**src/rtl/acc_pkg.sv**
```systemverilog
package acc_pkg;

  typedef enum logic [2:0] {
    OP_HOLD = 3'b000,
    OP_LOAD = 3'b001,
    OP_ADD  = 3'b010,
    OP_AND  = 3'b011,
    OP_OR   = 3'b100,
    OP_XOR  = 3'b101,
    OP_INV  = 3'b110,
    OP_ZERO = 3'b111
  } acc_op_e;

endpackage

```
**src/rtl/acc_rst_sync.sv**
```systemverilog
module acc_rst_sync #(
  parameter int STAGES = 2
) (
  input  logic clk,
  input  logic rst_n,
  output logic rst_sync_n
);

  logic [STAGES-1:0] sync_q;
  logic [STAGES-1:0] sync_d;

  always_comb begin
    sync_d = {sync_q[STAGES-2:0], 1'b1};
  end

  always_ff @(posedge clk or negedge rst_n) begin
    if (!rst_n) sync_q <= '0;
    else        sync_q <= sync_d;
  end

  assign rst_sync_n = sync_q[STAGES-1];


  rst_assert_chk: assert property (@(posedge clk) !rst_n |=> !rst_sync_n)
    else $error("synchronized reset did not follow rst_n low");

endmodule

```
**src/rtl/acc_ripple_adder.sv**
```systemverilog
module acc_ripple_adder #(
  parameter int WIDTH = 8
) (
  input  logic [WIDTH-1:0] a,
  input  logic [WIDTH-1:0] b,
  input  logic             cin,
  output logic [WIDTH-1:0] sum,
  output logic             cout
);

  logic [WIDTH:0] chain;

  assign chain[0] = cin;

  for (genvar i = 0; i < WIDTH; i++) begin : g_fa
    logic p;
    assign p          = a[i] ^ b[i];
    assign sum[i]     = p ^ chain[i];
    assign chain[i+1] = (a[i] & b[i]) | (p & chain[i]);
  end

  assign cout = chain[WIDTH];


  always_comb begin
    adder_sum_chk: assert ({cout, sum} == ({1'b0, a} + {1'b0, b} + {{WIDTH{1'b0}}, cin}))
      else $error("ripple adder result disagrees with arithmetic sum");
  end

endmodule

```
**src/rtl/acc_func_mux.sv**
```systemverilog
module acc_func_mux
  import acc_pkg::*;
#(
  parameter int WIDTH = 8
) (
  input  acc_op_e          op,
  input  logic [WIDTH-1:0] acc,
  input  logic [WIDTH-1:0] opnd,
  input  logic [WIDTH-1:0] sum,
  output logic [WIDTH-1:0] nxt
);

  for (genvar i = 0; i < WIDTH; i++) begin : g_bit
    always_comb begin
      unique case (op)
        OP_HOLD: nxt[i] = acc[i];
        OP_LOAD: nxt[i] = opnd[i];
        OP_ADD:  nxt[i] = sum[i];
        OP_AND:  nxt[i] = acc[i] & opnd[i];
        OP_OR:   nxt[i] = acc[i] | opnd[i];
        OP_XOR:  nxt[i] = acc[i] ^ opnd[i];
        OP_INV:  nxt[i] = ~acc[i];
        OP_ZERO: nxt[i] = 1'b0;
        default: nxt[i] = acc[i];
      endcase
    end
  end

endmodule

```
**src/rtl/acc_carry_unit.sv**
```systemverilog
module acc_carry_unit
  import acc_pkg::*;
#(
  parameter int WIDTH       = 8,
  parameter int SYNC_STAGES = 2
) (
  input  logic             clk,
  input  logic             rst_n,
  input  logic             clr,
  input  logic [2:0]       op,
  input  logic [WIDTH-1:0] opnd,
  output logic [WIDTH-1:0] acc_q,
  output logic             carry_q,
  output logic             zero
);

  acc_op_e          op_e;
  logic             rst_sync_n;
  logic [WIDTH-1:0] sum;
  logic             cout;
  logic [WIDTH-1:0] mux_out;
  logic [WIDTH-1:0] acc_d;
  logic             carry_d;
  logic             carry_en;

  assign op_e = acc_op_e'(op);

  acc_rst_sync #(.STAGES(SYNC_STAGES)) u_rst (
    .clk        (clk),
    .rst_n      (rst_n),
    .rst_sync_n (rst_sync_n)
  );

  acc_ripple_adder #(.WIDTH(WIDTH)) u_add (
    .a    (acc_q),
    .b    (opnd),
    .cin  (carry_q),
    .sum  (sum),
    .cout (cout)
  );

  acc_func_mux #(.WIDTH(WIDTH)) u_mux (
    .op   (op_e),
    .acc  (acc_q),
    .opnd (opnd),
    .sum  (sum),
    .nxt  (mux_out)
  );

  // next-state
  always_comb begin
    acc_d    = clr ? '0 : mux_out;
    carry_en = clr | (op_e == OP_ADD);
    carry_d  = clr ? 1'b0 : cout;
  end

  // registers
  always_ff @(posedge clk or negedge rst_sync_n) begin
    if (!rst_sync_n) acc_q <= '0;
    else             acc_q <= acc_d;
  end

  always_ff @(posedge clk or negedge rst_sync_n) begin
    if (!rst_sync_n)   carry_q <= 1'b0;
    else if (carry_en) carry_q <= carry_d;
  end

  assign zero = ~|acc_q;


  hold_stable_chk: assert property (@(posedge clk) disable iff (!rst_sync_n)
    (!clr && op == 3'b000) |=> $stable(acc_q))
    else $error("accumulator changed on hold");


  load_value_chk: assert property (@(posedge clk) disable iff (!rst_sync_n)
    (!clr && op == 3'b001) |=> (acc_q == $past(opnd)))
    else $error("accumulator did not take operand on load");


  carry_keep_chk: assert property (@(posedge clk) disable iff (!rst_sync_n)
    (!clr && op != 3'b010) |=> $stable(carry_q))
    else $error("carry changed on a non-add code");


  clr_both_chk: assert property (@(posedge clk) disable iff (!rst_sync_n)
    clr |=> (acc_q == '0 && !carry_q))
    else $error("clear did not zero both registers");


  zero_code_chk: assert property (@(posedge clk) disable iff (!rst_sync_n)
    (op == 3'b111) |=> zero)
    else $error("zeroing code left accumulator nonzero");

endmodule

```
**config.mk**
```make
export PLATFORM = sky130hd
export DESIGN_NAME = acc_carry_unit
export DESIGN_NICKNAME = d
export VERILOG_FILES = /design/src/rtl/acc_pkg.sv /design/src/rtl/acc_rst_sync.sv /design/src/rtl/acc_ripple_adder.sv /design/src/rtl/acc_func_mux.sv /design/src/rtl/acc_carry_unit.sv
export SDC_FILE = /design/constraint.sdc
export NUM_CORES = 1
export LEC_CHECK = 0
export ABC_CLOCK_PERIOD_IN_PS = 2400
export BUFFER_PORTS_ARGS = -buffer_cell sky130_fd_sc_hd__clkbuf_2
export CAP_MARGIN = 20
export CORE_MARGIN = 2
export CORE_UTILIZATION = 60
export CTS_CLUSTER_DIAMETER = 120
export CTS_CLUSTER_SIZE = 14
export DETAILED_ROUTE_END_ITERATION = 8
export PLACE_DENSITY = 0.83
export RECOVER_POWER = 25
export SLEW_MARGIN = 20
export SYNTH_ARGS = -nofsm -noshare
export SYNTH_HDL_FRONTEND = slang
export SYNTH_HIERARCHICAL = 1
export SYNTH_SLANG_ARGS = --single-unit
```
**constraint.sdc**
```tcl
create_clock -name clk -period 2.4 [get_ports clk]
set_input_delay 0.36 -clock clk [delete_from_list [all_inputs] [get_ports clk]]
set_output_delay 0.36 -clock clk [all_outputs]
set_load 0.05 [all_outputs]
```
==> results.yml <==
logic_synthesis:
  synth_mux_area_frac: 0.0659
  synth_nets: 199
  ys_types: 30
  synth_compound_area_frac: 0.196
  yosys.area_share.simple: 0.141
  synth_top_family_by_area: "adder cells"
  synth_fa_ha_area_frac: 0.264
  synth.avg_cell_area_um2: 8.49
  seq_area_frac_synth: 0.201
  synthXorXnorAreaFrac: 0
  synthesis.area_um2: 1370
  synth_warnings: 6
  synth-seq-cells: 11
  synthCells: 161
clocking:
  clkTransAtPathRegs_ps: 70
  clk_path_buf_depth: 2
  cts_root_buffer: "clkbuf_4"
  clk-insertion-delay-late_ps: 260
  cts_tree: "yes"
  cts_buffers: 3
  cts-htree-levels: 1
  cts.sinks: 11
placement:
  portBuffers: 23
  dp_hpwl_mm: 2.51
  dp_cells: 216
  gp_congestion: 0.802
finish:
  final_common_cell: "inv_1"
  multi_input_area_um2: 930
  fin_nets: 232
  diodes: 0
  drive_gt1_frac: 0.264
  regArea_um2: 278
  layout.cells.non_filler: 221
  final.fill_count: 171
  mostFrequentLayoutCells: "27 x inv_1, 23 x clkbuf_2, 16 x ha_1"
  syn_to_final_growth_pct: 16.8
pwr:
  ir_drop_mv: 0.373
  power.leakage_nw: 0.817
  p_per_area_nw_per_um2: 429
worst_setup_path:
  worstPathRequired_ps: 2600
  end_kind: "register"
  worst_r2r_path_depth: 17
  critical_path.endpoint: "acc_q[7]"
  path_common_cell: "fa_2"
  setup.worst_path.start: "acc_q[0]"
  cpPeakStageDelay_ps: 410
  path_cells: "inv_2 > fa_1 > inv_1 > fa_2 > fa_2 > fa_2 > fa_2 > fa_2 > fa_2 > inv_2 > fa_1 > inv_1 > mux2i_1 > nand2_1 > o21ai_1 > a22oi_1 > nor2b_1"
  critPathKind: "register to register"
  crit-reg2reg-launch: "acc_q[0]"
  start_kind: "register"
  r2r_slack_ps: -1420
  path_max_fanout: 2
  worstPathArrival_ps: 4020
  crit_slowest_cell: "dfrtp_2"
  reg2reg_to: "acc_q[7]"
timing:
  skew_ps: 1.95
  worstMarginPinSlew_ps: 570
  layout_worst_path_cycle_share: 1.59
  period_needed_ps: 3820
  worst_hold_slack_ps: 157
  hold_viol: 0
  relSlewSlack: 0.620
  rsz0062_at_grt: "true"
  slew_violations: 0
  setup_viol_count_final: 6
  fin_ws_ps: -1420
  max_freq_mhz: 262
status:
  status: "complete, but fails checks"
  violations: "setup timing"
grt:
  grt_max_degree: 32
  grt_pass1_wl_mm: 5.55
  grt_remaining_overflow: 0
  antenna_found_initial: 0
  first_global_vias: 1246
  grtUsageTotal: 0.277
detailed_routing:
  drt_wl_total_mm: 3.25
  vias: 1263
  routedWlPerCell_um: 14.7
  viasPerCell: 5.71
  ant_nets: 0
  drtPass1Iterations: 4
  drt_iter0_drc: 49
  drc: 0
floorplanning:
  ios: 24
  dieArea_um2: 2670
  start_util: 0.624
  coreArea_um2: 2190
  fp.dieW_um: 51.7
  row_count: 17
  die_height_um: 51.7
min_path:
  min_path_type: "register to async pin"
run:
  max_cap_viol_count: 0
==> cell type report <==
cell class	instances	area share
flip-flops and latches	11	0.174
repair buffers	36	0.135
inverters	30	0.0705
multi-input cells	112	0.582
well taps	28	0.0219
clock buffers	4	0.0165
==> kinds of logic after synthesis <==
logic type | count (synthesis)
AOI/OAI and AO/OA | 43
buffers and inverters | 38
and+or+nand+nor | 35
adders and majority gates | 24
DFF | 11
muxes | 9
other | 1
==> metal layers <==
layer,vias up,GRT usage,share of wire
met5,-,0,0
met4,0,0.0482,0.0077
met3,4,0.0374,0.053
met2,43,0.504,0.53
met1,611,0.353,0.41
li1,605,-,-
==> through the flow <==
stage	instance area, um2	total power, mW	util	TNS, ps	worst slack [ps]
CTS	1600	0.686	0.729	-4700	-1440
finish	1600	0.684	0.729	-4590	-1420
global route	1600	0.732	0.729	-5580	-1620
floorplan	1380	0.454	-	-4930	-1450
detailed placement	1560	0.555	0.712	-5270	-1550
global placement	1560	0.536	0.712	-4960	-1450
==> power by group <==
| group | leakage, nW | total, mW | internal (mW) | switching (mW) |
|---|---|---|---|---|
| Combinational | 0.663 | 0.338 | 0.133 | 0.205 |
| Clock | 0.0150 | 0.128 | 0.0642 | 0.0638 |
| Sequential | 0.139 | 0.218 | 0.200 | 0.0180 |
==> timing repair <==
item	4_1_cts	5_1_grt
setup buffers	0	0
resized for setup	4	0
endpoints found under the hold margin	2	0
pin swaps	6	3
setup endpoints to repair	6	6
hold buffers	1	0
==> cell usage after synthesis, drive strengths merged <==
library cell / instances / area share
inv: 30 / 0.082
ha: 16 / 0.15
o21ai: 16 / 0.059
dfrtp: 11 / 0.20
a21oi: 9 / 0.033
mux2i: 9 / 0.066
buf: 8 / 0.047
fa: 8 / 0.12
nor2b: 8 / 0.037
nor2: 7 / 0.019
nand2: 6 / 0.016
nand2b: 6 / 0.027
o22ai: 4 / 0.018
nand3: 3 / 0.011
o22a: 3 / 0.019
a211oi: 2 / 0.015
a221oi: 2 / 0.013
a22oi: 2 / 0.011
o32ai: 2 / 0.013
or4: 2 / 0.011
a31oi: 1 / 0.0046
conb: 1 / 0.0027
nand3b: 1 / 0.0055
nor3b: 1 / 0.0055
o211ai: 1 / 0.0055
o31ai: 1 / 0.0055
or3: 1 / 0.0082
==> flip-flops by register name (all words and copies together) (netlist names) <==
signal,flops
acc_q,8
u_rst/sync_q,2
carry_q,1
==> worst max-delay path, delay by kind of cell, from the launching register on <==
kind	cells	cell delay [ps]
fa+ha+maj	8	2640
flops	1	410
buf+inv	4	240
compound gates	2	210
simple gates	2	200
mux	1	60
==> worst min-delay path by stage <==
stage | to | cells past startpoint
after floorplan | u_rst/sync_q[0] | 0
after global placement | u_rst/sync_q[0] | 1
after detailed placement | u_rst/sync_q[0] | 1
after CTS | carry_q | 0
after global routing | carry_q | 0
final | acc_q[7] | 0
Note: power is estimated with default switching activity, not from simulation.
